<file path="src/rtl/rxq_pkg.sv">
package rxq_pkg;
  localparam int unsigned QH_W = 5;
  localparam int unsigned QL_W = 3;
  localparam int unsigned Q_W  = QH_W + QL_W;

  typedef struct packed {
    logic [QH_W-1:0] qh;
    logic [QL_W-1:0] ql;
  } rxq_num_t;
endpackage

</file>
<file path="src/rtl/rxq_cfg_regs.sv">
module rxq_cfg_regs
  import rxq_pkg::*;
#(
  parameter int unsigned NUM_PORTS = 4,
  parameter int unsigned ADDR_W    = 3,
  parameter int unsigned DATA_W    = 5
) (
  input  logic                             clk_i,
  input  logic                             rst_ni,
  input  logic                             wr_en_i,
  input  logic [ADDR_W-1:0]                wr_addr_i,
  input  logic [DATA_W-1:0]                wr_data_i,
  output logic [NUM_PORTS-1:0]             mask_o,
  output logic [NUM_PORTS-1:0][QH_W-1:0]   base_o
);
  localparam logic [ADDR_W-1:0] MASK_ADDR = '0;

  always_ff @(posedge clk_i or negedge rst_ni) begin
    if (!rst_ni)                                 mask_o <= '0;
    else if (wr_en_i && wr_addr_i == MASK_ADDR)  mask_o <= wr_data_i[NUM_PORTS-1:0];
  end

  for (genvar p = 0; p < NUM_PORTS; p++) begin : g_base
    localparam logic [ADDR_W-1:0] BASE_ADDR = ADDR_W'(p + 1);
    always_ff @(posedge clk_i or negedge rst_ni) begin
      if (!rst_ni)                                 base_o[p] <= '0;
      else if (wr_en_i && wr_addr_i == BASE_ADDR)  base_o[p] <= wr_data_i[QH_W-1:0];
    end
  end


  mask_write_chk: assert property (@(posedge clk_i) disable iff (!rst_ni)
    (wr_en_i && wr_addr_i == MASK_ADDR) |=> mask_o == $past(wr_data_i[NUM_PORTS-1:0]));
endmodule

</file>
<file path="src/rtl/rxq_select.sv">
module rxq_select
  import rxq_pkg::*;
#(
  parameter int unsigned NUM_PORTS = 4,
  localparam int unsigned PORT_W   = $clog2(NUM_PORTS)
) (
  input  logic [PORT_W-1:0]                port_i,
  input  logic                             oversize_i,
  input  logic [QH_W-1:0]                  cls_qh_i,
  input  logic [QL_W-1:0]                  cls_ql_i,
  input  logic [NUM_PORTS-1:0]             mask_i,
  input  logic [NUM_PORTS-1:0][QH_W-1:0]   base_i,
  output rxq_num_t                         q_o
);
  logic use_base;

  // low part never overridden; high part pinned by mask or oversize
  assign use_base = mask_i[port_i] | oversize_i;
  assign q_o.ql   = cls_ql_i;
  assign q_o.qh   = use_base ? base_i[port_i] : cls_qh_i;
endmodule

</file>
<file path="src/rtl/rxq_composer.sv">
module rxq_composer
  import rxq_pkg::*;
#(
  parameter int unsigned NUM_PORTS = 4,
  parameter int unsigned ADDR_W    = 3,
  localparam int unsigned PORT_W   = $clog2(NUM_PORTS),
  localparam int unsigned DATA_W   = (NUM_PORTS > QH_W) ? NUM_PORTS : QH_W
) (
  input  logic              clk_i,
  input  logic              rst_ni,
  input  logic              wr_en_i,
  input  logic [ADDR_W-1:0] wr_addr_i,
  input  logic [DATA_W-1:0] wr_data_i,
  input  logic              in_valid_i,
  input  logic [PORT_W-1:0] port_i,
  input  logic [QH_W-1:0]   cls_qh_i,
  input  logic [QL_W-1:0]   cls_ql_i,
  input  logic              cls_rss_i,
  input  logic              oversize_i,
  output logic              out_valid_o,
  output logic [Q_W-1:0]    queue_o,
  output logic              rss_en_o
);
  logic [NUM_PORTS-1:0]           mask;
  logic [NUM_PORTS-1:0][QH_W-1:0] base;
  rxq_num_t                       q_next;

  rxq_cfg_regs #(
    .NUM_PORTS(NUM_PORTS), .ADDR_W(ADDR_W), .DATA_W(DATA_W)
  ) i_cfg (
    .clk_i, .rst_ni, .wr_en_i, .wr_addr_i, .wr_data_i,
    .mask_o(mask), .base_o(base)
  );

  rxq_select #(.NUM_PORTS(NUM_PORTS)) i_sel (
    .port_i, .oversize_i, .cls_qh_i, .cls_ql_i,
    .mask_i(mask), .base_i(base), .q_o(q_next)
  );

  always_ff @(posedge clk_i or negedge rst_ni) begin
    if (!rst_ni) begin
      out_valid_o <= 1'b0;
      queue_o     <= '0;
      rss_en_o    <= 1'b0;
    end else begin
      out_valid_o <= in_valid_i;
      if (in_valid_i) begin
        queue_o  <= q_next;
        rss_en_o <= cls_rss_i;
      end
    end
  end


  valid_follow_chk: assert property (@(posedge clk_i) disable iff (!rst_ni)
    in_valid_i |=> out_valid_o);

  valid_idle_chk: assert property (@(posedge clk_i) disable iff (!rst_ni)
    !in_valid_i |=> !out_valid_o);

  qlow_pass_chk: assert property (@(posedge clk_i) disable iff (!rst_ni)
    in_valid_i |=> queue_o[QL_W-1:0] == $past(cls_ql_i));

  qhigh_cls_chk: assert property (@(posedge clk_i) disable iff (!rst_ni)
    (in_valid_i && !oversize_i && !mask[port_i]) |=> queue_o[Q_W-1:QL_W] == $past(cls_qh_i));

  qhigh_pin_chk: assert property (@(posedge clk_i) disable iff (!rst_ni)
    (in_valid_i && mask[port_i]) |=> queue_o[Q_W-1:QL_W] == $past(base[port_i]));

  qhigh_oversize_chk: assert property (@(posedge clk_i) disable iff (!rst_ni)
    (in_valid_i && oversize_i) |=> queue_o[Q_W-1:QL_W] == $past(base[port_i]));

  rss_pass_chk: assert property (@(posedge clk_i) disable iff (!rst_ni)
    in_valid_i |=> rss_en_o == $past(cls_rss_i));

  hold_chk: assert property (@(posedge clk_i) disable iff (!rst_ni)
    !in_valid_i |=> ($stable(queue_o) && $stable(rss_en_o)));
endmodule

</file>
<file path="config.mk">
export PLATFORM = sky130hd
export DESIGN_NAME = rxq_composer
export DESIGN_NICKNAME = d
export VERILOG_FILES = /design/src/rtl/rxq_pkg.sv /design/src/rtl/rxq_cfg_regs.sv /design/src/rtl/rxq_select.sv /design/src/rtl/rxq_composer.sv
export SDC_FILE = /design/constraint.sdc
export NUM_CORES = 1
export LEC_CHECK = 0
export BUFFER_PORTS_ARGS = -buffer_cell sky130_fd_sc_hd__buf_2
export CORE_MARGIN = 8
export CORE_UTILIZATION = 56
export CTS_CLUSTER_DIAMETER = 150
export DETAILED_ROUTE_END_ITERATION = 12
export PLACE_DENSITY_LB_ADDON = 0.05
export SETUP_SLACK_MARGIN = 0.2
export SYNTH_ARGS = -nofsm -noshare
export SYNTH_HDL_FRONTEND = slang
export SYNTH_SLANG_ARGS = --single-unit
</file>
<file path="constraint.sdc">
create_clock -name clk_i -period 2 [get_ports clk_i]
set_input_delay 0.4 -clock clk_i [delete_from_list [all_inputs] [get_ports clk_i]]
set_output_delay 0.4 -clock clk_i [all_outputs]
set_load 0.01 [all_outputs]
</file>
After elaboration in Yosys (flattened, before gate mapping) --
Cells that the tools add are included.
Storage, ports and cells: latch bits 0, memory bits (read-only) 0, RAM bits 0, register bits after elaboration 34, logic and storage cells 25, memories kept 0, output and inout bits 10
Cells by class: reductions and logical operators 6, bitwise operators 1, $lt $le $gt $ge 1, shift-type cells 0, multiplexer cells 5, $mul 0, div/mod/pow operators 0, equality and inequality tests 4, add/sub/neg operators 0
Operators by type and width (count):
- binary-select mux 5 bit (select 2 bit) | 1
- two-way mux 5 bit | 2
- == test 3 x 2 -> 1 bit (second input constant) | 2
- logical AND 1 bit | 5
- == test 3 x 1 -> 1 bit (second input constant) | 1
- == test 3 bit (second input constant) | 1
- zero test 3 bit | 1
- less-than comparator 2 x 3 -> 1 bit (second input constant) | 1
- binary-select mux 1 bit (select 2 bit) | 1
- two-way mux 1 bit | 1
- OR 1 bit | 1

Logic depth before layout (Yosys ltp) --
Gate-level depths: netlist (run 1).
depth after elaboration 4, gate-level depth with buffers 5, mapped depth without buffers 4

Hierarchy --
From an unflattened synthesis (run 1), not the netlist that was laid out.
Unflattened totals: cell total of the unflattened synthesis 93, area, all modules 1632.8 µm²
By module, submodules not included:
- rxq_cfg_regs | area each 952.2 µm², instances 1, cells each 53, seq. area each 600.6 µm²
- rxq_composer | area each 396.6 µm², instances 1, cells each 20, seq. area each 250.2 µm²
- rxq_select | area each 284.0 µm², instances 1, cells each 20, seq. area each 0.0 µm²

Worst setup path after synthesis (run 1) --
OpenSTA, ideal clock, no wires.
path kind input-to-reg, start point input port port_i[0], end point register queue_o[3], stages 4, library setup time 0.137 ns, arrival time 1.301 ns, buffers on the path 1, required time 1.863 ns, slack 0.562 ns, cell sequence buf_2 mux4_1 mux2i_1 a21oi_1
On the way: word-level cells in the longest chain between the ends 4, elaborated cells on any way between the ends 6
RTL lines:
- start: declaration | RTL line rxq_composer.sv:15 | input logic [PORT_W-1:0] port_i,
- binary-select mux 1 bit (select 2 bit) | RTL line rxq_select.sv:18 | assign use_base = mask_i[port_i] | oversize_i;
- two-way mux 1 bit (not written as such) | RTL line rxq_select.sv:18
- OR 1 bit | RTL line rxq_select.sv:18
- two-way mux 5 bit (*) | RTL line rxq_select.sv:20 | assign q_o.qh = use_base ? base_i[port_i] : cls_qh_i;
- end signal: assignment | RTL line rxq_composer.sv:48 | queue_o <= q_next;
- end: declaration | RTL line rxq_composer.sv:21 | output logic [Q_W-1:0] queue_o,
Every way passes the cells marked *; elsewhere a longest branch is shown, timed or not. The select of a mux whose other input is x is not followed. A chain may end at the register's enable or synchronous reset.

Worst setup path in the final report (run 1) --
start point input port wr_en_i, end point register i_cfg.base_o[4] (netlist bit)
On the way: word-level cells in the longest chain between the ends 1
RTL lines:
- start: declaration | RTL line rxq_composer.sv:11 | input logic wr_en_i,
- logical AND 1 bit | RTL line rxq_cfg_regs.sv:27 | else if (wr_en_i && wr_addr_i == BASE_ADDR) base_o[p] <= wr_data_i[QH_W-1:0];
- end signal: indexed assignment | RTL line rxq_cfg_regs.sv:27
- end: declaration | RTL line rxq_cfg_regs.sv:14 | output logic [NUM_PORTS-1:0][QH_W-1:0] base_o
Every way passes these cells.

==> metrics.txt, run 1 <==
Fin Setup TNS=0 ps; Initial Util=0.571; crit-path cells=buf_2 > nor2b_1 > nand2_1 > nor2_1 > mux2_2; CTS Buffer Depth=2; Root Driver=clkbuf_4; die area=roughly 4600 um2; mean post-synth cell area=roughly 15 um2; Setup WS pre-CTS=between 300 and 400 ps; CTS Hold Bufs=0; global-route wire length before repair=around 4500 um; mux cell area share after synthesis=0.340; drt first pass iters=4; share of cells above drive strength 1=0.529; Antenna Nets Post-Route=0; post-synth cell types=16; RSZ-0062 raised after global routing=false; cts bufs inserted=5; Compound-Gate Fraction of Synth Area=0.0305; Slew Limit Fails=0; post-layout min period=about 1400 ps; Clock transition at path regs=100 ps; Largest delay share family, worst path=simple AND/OR/NAND/NOR gates; fmax=between 700 and 800 MHz; Seq/Total Area, Yosys=0.560; drt first-iter violations=44; largest family of logic cells by synthesized area=multiplexers; Crit Path Category=input port to flip-flop; Nets=159; diode count=0; Skew-Pair Late Insertion Delay=330 ps; CTS HTree Levels=2; pwr dens=between 900 and 1000 nW/um2; number of synthesized register bits=34; WP buf/inv=1; setup ws final=around 610 ps; GRT overflow=0; GRT Total Usage=0.132; vias in the first global route=~970; Worst VDD drop=~710 uV; initial antenna violation count=0; Core Rows=19; Cells after Synth=~100; drc violations=0; Leak=0.849 nW; adder-cell share of the synthesized area=0; Simple-Gate Fraction of Synth Area=0.0543; DR vias/cell=around 5.7; core area=~2700 um2; Hold Path Class=input port to asynchronous set/reset pin; syn_nets=123; maxcap violations=0; Clock Skew=between 7 and 8 ps; slowest stage cell, crit path=nor2_1; measured slew at the worst slew-check pin=725 ps; period utilisation layout=0.693; Die Y-Extent=68.1 um; critical path startpoint category=input port; largest net degree at the start of global routing=35; status=finished clean; Final Hold Viols=0; PortBufs=33; worst-path fanout max=5; Design Power=approximately 1.7 mW; Ports=34; Post-CTS Setup Repair Bufs=0; relative max-transition margin=0.517; WP data arrival=between 1500 and 2000 ps; Ys Warns=0; CTS tree=built; Total Wirelength=2800 um; wire per inst=16.7 um; CP peak stage delay=just under 400 ps; area grow syn2layout=17.0%; worst path required time=around 2200 ps; CP endpoint kind=flip-flop; GP Congestion=around 0.75; post-CTS resize count=0; Synth Cell Area=approximately 1500 um2; final setup fails=0; CTS Sinks=34; die width=a little under 70 um; xor/xnor share of the synthesized area=0; total vias in the final route=between 900 and 1,000
==> synth_stat cells <==
library cell  instances  area, um2
nor3_2                1       10.0
nor2b_1               2       12.5
clkbuf_1              2       7.51
dfrtp_1              34        851
a22oi_4               1       21.3
buf_6                 1       11.3
nand3_1               1       5.00
mux4_1                5        131
nor2_1                7       26.3
a21oi_1               5       25.0
and3b_1               1       8.76
nand2_1               2       7.51
buf_2                 1       5.00
mux2_2               28        315
mux2i_1               7       70.1
nor3b_2               1       12.5
==> layout make-up <==
cell class / count / area (um2)
sequential: 34 / 851
multi-input combinational: 61 / 646
clock buffer: 8 / 78.8
tap: 31 / 38.8
fill: 209 / 883
timing repair buffer: 33 / 165
==> worst paths after layout <==
kind / slack (ps) / to / cells past startpoint / startpoint
worst max-delay path: 610 / i_cfg.base_o[4] / 5 / wr_en_i
worst min-delay path: 120 / i_cfg.mask_o[1] / 1 / rst_ni
worst max register to register: 730 / queue_o[4] / 3 / i_cfg.base_o[6]
worst min register to register: 510 / i_cfg.base_o[7] / 1 / i_cfg.base_o[7]
max in group asynchronous: 1420 / i_cfg.base_o[7] / 1 / rst_ni
min in group clk_i: 300 / queue_o[0] / 2 / cls_ql_i[0]
==> state kept, by name, summed over array words and instances (netlist names) <==
name,cells
i_cfg.base_o,20
i_cfg.mask_o,4
out_valid_o,1
queue_o,8
rss_en_o,1
==> per-layer routing <==
layer	up-vias	share of wire	wire length [um]	GRT usage
met4	0	0.022	62	0.0614
li1	439	-	-	-
met2	40	0.44	1240	0.200
met1	463	0.43	1200	0.161
met3	8	0.10	293	0.0524
met5	-	0	0	0
==> worst register-to-register path: cells and delay by family, from the launching register on <==
kind | cells | cell delay, ps
flops | 1 | 400
compound gates | 1 | 80
mux | 2 | 660
==> metrics by stage <==
step	utilization	cell area [um2]	std cells	hold WS [ps]
5_1_grt	0.668	1780	167	168
3_5_place_dp	0.639	1700	159	490
2_1_floorplan	-	1520	99	104
6_report	0.668	1780	167	117
3_3_place_gp	0.639	1700	159	484
4_1_cts	0.668	1780	167	126
==> logic make-up (layout without fill, tap and decap cells) <==
family | after synthesis | count (layout)
compound gates | 6 | 6
buf+inv | 4 | 41
flops | 34 | 34
mux | 40 | 40
simple gates | 15 | 15
==> where the power goes <==
part           switching, mW  leakage, nW  internal, mW
clock network          0.214       0.0446         0.240
registers             0.0648        0.403         0.824
logic                  0.140        0.401         0.198
total                  0.419        0.849          1.26
==> cell usage in the layout (no fill, tap or decap) <==
cell and instances:
nor2_1 7, nand3_1 1, mux4_1 5, mux2_2 28, and3b_1 1, clkbuf_4 5, a21oi_1 5, buf_2 33
nor3b_2 1, a22oi_4 1, mux2i_1 7, nor2b_1 2, clkbuf_8 3, nand2_1 2, dfrtp_1 34, nor3_2 1
Power figures use the tool's default switching activity.
==> run 2: changes to the inputs <==
--- a/config.mk
+++ b/config.mk
@@ -7,7 +7,7 @@
 export LEC_CHECK = 0
 export BUFFER_PORTS_ARGS = -buffer_cell sky130_fd_sc_hd__buf_2
 export CORE_MARGIN = 8
-export CORE_UTILIZATION = 56
+export CORE_UTILIZATION = 52
 export CTS_CLUSTER_DIAMETER = 150
 export DETAILED_ROUTE_END_ITERATION = 12
 export PLACE_DENSITY_LB_ADDON = 0.05
==> constraint.sdc (replaced) <==
create_clock -name clk_i -period 1.3 [get_ports clk_i]
set_input_delay 0.26 -clock clk_i [delete_from_list [all_inputs] [get_ports clk_i]]
set_output_delay 0.26 -clock clk_i [all_outputs]
set_load 0.01 [all_outputs]
==> metrics.txt, run 2 (synthesized netlist as in run 1, its figures left out) <==
CTS tree=built; Largest delay share family, worst path=multiplexers; core area=2760 um2 (+3.6%); Largest register FFs=20 (unchanged); post-layout min period=1230 ps; Psw=679 uW (+62%); largest net degree at the start of global routing=35 (unchanged); Crit Path Category=flip-flop to flip-flop; CP peak stage delay=480 ps (+90 ps); RSZ-0062 raised after global routing=true; Setup WS pre-CTS=-87.5 ps (-399 ps); Ports=34 (unchanged); Die Y-Extent=70.1 um (+2.9%); Leak=0.924 nW (+8.8%); drc violations=0 (unchanged); most frequent cells in the layout=34 x dfrtp_1, 33 x buf_2, 19 x mux2_2, 9 x mux2_4, 9 x buf_4; worst path required time=1520 ps (-700 ps); die width=70.1 um (+2.9%); WP buf/inv=0 (-1); Reg with most FFs=i_cfg.base_o; Seq pwr share=0.523 (-0.006); Antenna Nets Post-Route=0 (unchanged); worst reg-to-reg setup slack=70 ps (-660 ps); crit-path cells=mux4_2 > mux2i_1 > a21oi_1; Core Rows=19 (unchanged); Root Driver=clkbuf_4; Global Route met3 Usage=0.0565 (+0.00412); global-route wire length before repair=5090 um (+14%); final setup fails=0 (unchanged); GRT met1 Usage=0.154 (-0.00655); Int Pwr=1.94 mW (+54%); fmax=a little over 800 MHz; diode count=0 (unchanged); worst-path fanout max=2 (-3); Fin Setup TNS=0 ps (unchanged); share of cells above drive strength 1=0.615 (+0.0855); clock share of power=0.227 (-0.043); initial antenna violation count=0 (unchanged); CP endpoint kind=flip-flop; measured slew at the worst slew-check pin=333 ps (-392 ps); PortBufs=33 (unchanged); critical path startpoint category=flip-flop; Logic pwr share=0.250 (+0.049); WP data arrival=1440 ps (-160 ps); Total Wirelength=2980 um (+6.7%); biggest regs=i_cfg.base_o: 20 flops, queue_o: 8 flops, i_cfg.mask_o: 4 flops; grt met2 use=0.196 (-0.00453); period utilisation layout=0.943; wire per inst=16.7 um (-0.43%); Clock transition at path regs=100 ps (about the same); Skew-Pair Late Insertion Delay=330 ps (about the same); Hold Path Class=input port to flip-flop; GRT Total Usage=0.129 (-0.00225); relative max-transition margin=0.777 (+0.261); status=finished clean; post-CTS resize count=0 (unchanged); GRT Max-Usage Layer=met2; drt first-iter violations=42 (-4.5%); drt first pass iters=4 (unchanged); most common cell after layout, fill and taps aside=dfrtp_1; vias in the first global route=1,040 (+7.3%); GP Congestion=0.720 (-3.4%); dpl cells=164 (+3.1%); Clock Skew=6.40 ps (-1.26 ps); setup ws final=73.9 ps (-540 ps); die area=4910 um2 (+5.9%); Nets=171 (+7.5%); cts bufs inserted=5 (unchanged); total vias in the final route=963 (+1.4%); CTS HTree Levels=2 (unchanged); Initial Util=0.551 (-0.0197); non-filler cells, final=179 (+7.2%); final core occ=0.698 (+0.0300); pwr dens=1360 nW/um2 (+44%); DR vias/cell=5.38 (-5.4%); CTS Buffer Depth=2 (unchanged); area grow syn2layout=26.7%; maxcap violations=0 (unchanged); slowest stage cell, crit path=mux4_2; CTS Sinks=34 (unchanged); Slew Limit Fails=0 (unchanged); HPWL Detailed=2210 um; Final Hold Viols=0 (unchanged); GRT overflow=0 (unchanged); switching share of power=0.259 (+0.00963); Worst VDD drop=1150 uV (+62%)
==> run 2: changes by cell type in the layout (fill, tap and decap cells not counted), moves of 2 or more <==
cell and delta:
buf_4 +9, nor2b_1 -2, nor2b_4 +2, clkbuf_8 -2, mux2_4 +9, mux2_2 -9
buf_12 +2, mux4_1 -5, mux4_2 +5
==> run 2: worst reg2reg max path, delay by kind of cell, from the launching register on <==
| family | cells | cell delay, ps |
|---|---|---|
| flops | 1 | 390 |
| mux | 2 | 630 |
| compound gates | 1 | 90 |
==> run 2: repair_timing <==
item                       CTS  global route
hold buffers                 1             0
setup buffers                4             2
setup endpoints to repair   15            15
hold endpoints to repair    34             0
pin swaps                    0             4
==> run 2: stage by stage <==
step / cell area (um2) / power [mW] / hold slack (ps)
floorplan: 1590 / 1.79 / -35.6
global placement: 1810 / 1.97 / 229
detailed placement: 1810 / 2.00 / 230
CTS: 1910 / 2.64 / 150
global route: 1930 / 2.77 / 139
finish: 1930 / 2.62 / 165
==> run 2: power groups by stage <==
stage	logic [mW]	registers, mW	clock network, mW
3_3_place_gp	0.583	1.39	0
6_report	0.655	1.37	0.596
4_1_cts	0.644	1.37	0.621
3_5_place_dp	0.600	1.40	0
5_1_grt	0.711	1.39	0.664
2_1_floorplan	0.398	1.39	0
==> run 2: metal layers <==
layer | wire length [um] | part of all wire | vias up
li1 | - | - | 454
met1 | 1260 | 0.42 | 476
met2 | 1440 | 0.48 | 26
met3 | 220 | 0.074 | 7
met4 | 68 | 0.023 | 0
met5 | 0 | 0 | -
==> run 2: final timing paths <==
path,start,end,cells after the start
worst max-delay path,i_cfg.base_o[15],queue_o[3],3
worst min-delay path,cls_ql_i[1],queue_o[1],2
worst max register to register,i_cfg.base_o[15],queue_o[3],3
worst min register to register,i_cfg.base_o[13],i_cfg.base_o[13],1
max in group asynchronous,rst_ni,i_cfg.mask_o[2],3
min in group asynchronous,rst_ni,i_cfg.base_o[5],3
==> run 2: final cells by class <==
class / count / area, um2
Clock inverter: 1 / 5.00
Multi-Input combinational cell: 61 / 693
Timing Repair Buffer: 45 / 283
Fill cell: 210 / 832
Tap cell: 31 / 38.8
Sequential cell: 34 / 851
Clock buffer: 7 / 55.1
==> run 3: changes to the inputs <==
--- a/config.mk
+++ b/config.mk
@@ -6,12 +6,15 @@
 export NUM_CORES = 1
 export LEC_CHECK = 0
 export BUFFER_PORTS_ARGS = -buffer_cell sky130_fd_sc_hd__buf_2
+export CAP_MARGIN = 0
 export CORE_MARGIN = 8
-export CORE_UTILIZATION = 52
+export CORE_UTILIZATION = 53
 export CTS_CLUSTER_DIAMETER = 150
 export DETAILED_ROUTE_END_ITERATION = 12
 export PLACE_DENSITY_LB_ADDON = 0.05
 export SETUP_SLACK_MARGIN = 0.2
+export SLEW_MARGIN = 40
 export SYNTH_ARGS = -nofsm -noshare
 export SYNTH_HDL_FRONTEND = slang
+export SYNTH_HIERARCHICAL = 1
 export SYNTH_SLANG_ARGS = --single-unit
==> metrics.txt, run 3 <==
Ys Warns=6 (+6); Setup WS pre-CTS=-360 ps (-272 ps); Clock Skew=0.677 ps (-5.72 ps); Total Wirelength=3160 um (+6.0%); CTS Buffer Depth=2 (unchanged); Final Hold Viols=0 (unchanged); Ports=34 (unchanged); drc violations=0 (unchanged); crit-path cells=mux4_2 > mux2_4 > mux2_4; CTS tree=built; Clock transition at path regs=90 ps (about the same); GRT overflow=0 (unchanged); area grow syn2layout=21.1%; Skew-Pair Late Insertion Delay=330 ps (about the same); Hold Path Class=input port to flip-flop; cts bufs inserted=5 (unchanged); Die Y-Extent=71.5 um (+2.0%); non-filler cells, final=176 (-1.7%); Slew Limit Fails=0 (unchanged); CTS HTree Levels=2 (unchanged); Worst VDD drop=815 uV (-29%); Global Route met3 Usage=0.0628 (+0.00626); share of cells above drive strength 1=0.727 (+0.112); mean post-synth cell area=17.6 um2 (+14%); slowest stage cell, crit path=mux4_2; total vias in the final route=959 (-0.42%); post-synth top area share=0.521 (-0.0386); Worst Hold Depth=2 (unchanged); GRT Max-Usage Layer=met2; Critical R2R Launch=i_cfg/base_o[15]; DR vias/cell=5.45 (+1.3%); area post-placement=1830 um2 (+0.83%); grt met2 use=0.228 (+0.0316); HPWL Detailed=2300 um (+4.3%); post-synth cell types=13 (-3); dpl cells=156 (-4.9%); wire per inst=18.0 um (+7.8%); area leader, netlist=dfrtp_1; initial antenna violation count=0 (unchanged); most common cell after layout, fill and taps aside=dfrtp_1; maxcap violations=0 (unchanged); vias in the first global route=1,092 (+5.0%); failing checks=negative setup slack; EDFF count, synth=0 (unchanged); fmax=658 MHz (-19%); worst reg-to-reg setup slack=-220 ps (-290 ps); period utilisation layout=1.17 (+0.227); top-count cell post-synth=dfrtp_1; global-route wire length before repair=5200 um (+2.2%); Cells after Synth=93 (-6.1%); core area=3000 um2 (+8.9%); CP endpoint kind=flip-flop; GRT met1 Usage=0.140 (-0.0144); cell depth of the worst flop-to-flop path=3 (unchanged); die area=5110 um2 (+4.1%); Antenna Nets Post-Route=0 (unchanged); number of synthesized register bits=34 (unchanged); measured slew at the worst slew-check pin=426 ps (+93.1 ps); relative max-transition margin=0.716 (-0.0615); Area contributors post-synth=dfrtp_1 52%, mux2_2 17%, mux2_4 13%; status=finished with violations; WP data arrival=1740 ps (+300 ps); largest net degree at the start of global routing=19 (-46%); CP peak stage delay=480 ps (about the same); Largest register FFs=20 (unchanged); GP Congestion=0.731 (+1.6%); most frequent cells in the layout=34 x dfrtp_1, 33 x buf_2, 24 x mux2_2, 14 x mux2_4, 14 x buf_4; Root Driver=clkbuf_4; die width=71.5 um (+2.0%); post-layout min period=1520 ps (+295 ps); pwr dens=1390 nW/um2 (+2.2%); Core Rows=20 (+1); top cells by count, synth=34 x dfrtp_1, 24 x mux2_2, 14 x mux2_4; Synth Cell Area=1630 um2 (+7.4%); Hold Worst Slack=160 ps (-5.25 ps); Top cell by count, worst path=mux2_4; worst path required time=1520 ps (about the same); biggest regs=i_cfg/base_o: 20 flops, queue_o: 8 flops, i_cfg/mask_o: 4 flops; Seq/Total Area, Yosys=0.521 (-0.0386); drt first-iter violations=24 (-43%); CTS Sinks=34 (unchanged); syn_nets=117 (-4.9%); diode count=0 (unchanged); reg2reg end=queue_o[3]; ys async rst share=1.00 (unchanged); drt first pass iters=2 (-2); Crit Path Category=flip-flop to flip-flop; dominant synthesized flop cell=dfrtp_1; RSZ-0062 raised after global routing=true; Reg with most FFs=i_cfg/base_o; GRT Total Usage=0.133 (+0.00381); CP startpoint=i_cfg/base_o[15]; final setup fails=5 (+5); CP Capture Point=queue_o[3]; Hold Startpoint=cls_rss_i; worst-path fanout max=2 (unchanged); Leak=0.946 nW (+2.3%); Nets=167 (-2.3%); critical path startpoint category=flip-flop; Finished Cell Area=1980 um2 (+2.7%); Initial Util=0.544 (-0.00752); setup ws final=-221 ps (-295 ps); PortBufs=33 (unchanged); final core occ=0.659 (-0.0395)
==> run 3: cell count changes after synthesis, moves of 3 or more <==
cell / before / now
buf_4: 0 / 3
mux4_2: 0 / 5
mux2_2: 28 / 24
mux2_4: 0 / 14
a21oi_1: 5 / 0
and4bb_4: 0 / 3
mux2i_1: 7 / 2
nor2_1: 7 / 1
mux4_1: 5 / 0
==> run 3: stage by stage <==
stage          setup TNS [ps]  total power [mW]
2_1_floorplan            -890              1.89
3_3_place_gp            -1610              2.07
3_5_place_dp            -1750              2.10
4_1_cts                  -950              2.72
5_1_grt                 -1140              2.92
6_report                -1030              2.75
==> run 3: per-layer routing <==
| metal | wire, um | vias to the layer above | share of wire |
|---|---|---|---|
| met5 | 0 | - | 0 |
| met4 | 44 | 0 | 0.014 |
| met3 | 231 | 5 | 0.073 |
| met2 | 1580 | 29 | 0.50 |
| met1 | 1310 | 480 | 0.41 |
| li1 | - | 445 | - |
==> run 3: worst min path at each step <==
stage	end	slack, ps
after CTS	queue_o[1]	150
after floorplan	i_cfg/base_o[0]	-40
after global routing	rss_en_o	140
after global placement	queue_o[2]	210
after detailed placement	queue_o[2]	220
final	rss_en_o	160
==> run 3: kinds of logic after synthesis <==
family                 share of synthesized area
AOI/OAI and AO/OA                         0.0130
buffers and inverters                     0.0345
muxes                                      0.375
and+or+nand+nor                           0.0559
DFF                                        0.521
==> run 3: repair_timing <==
item	CTS	global route
cloned	0	0
resized for setup	0	2
pin swaps	0	1
endpoints found under the hold margin	17	0
endpoints found under the setup margin	14	15
hold buffers	1	0
buffers inserted	8	4
==> run 3: worst max-delay path: cells and delay by family, from the launching register on <==
kind | cells | cell delay (ps)
flops | 1 | 400
mux | 3 | 1010
==> run 3: power by group <==
| group | switching, mW | internal [mW] | total [mW] |
|---|---|---|---|
| registers | 0.119 | 1.28 | 1.40 |
| logic | 0.275 | 0.558 | 0.834 |
| clock network | 0.314 | 0.204 | 0.518 |
| total | 0.709 | 2.05 | 2.75 |
==> run 3: area by class of cell <==
cell class                 instances  area [um2]
clock buffer                       7        45.0
fill                             235        1020
timing repair buffer              49         300
multi-input combinational         53         741
tap                               33        41.3
sequential                        34         851
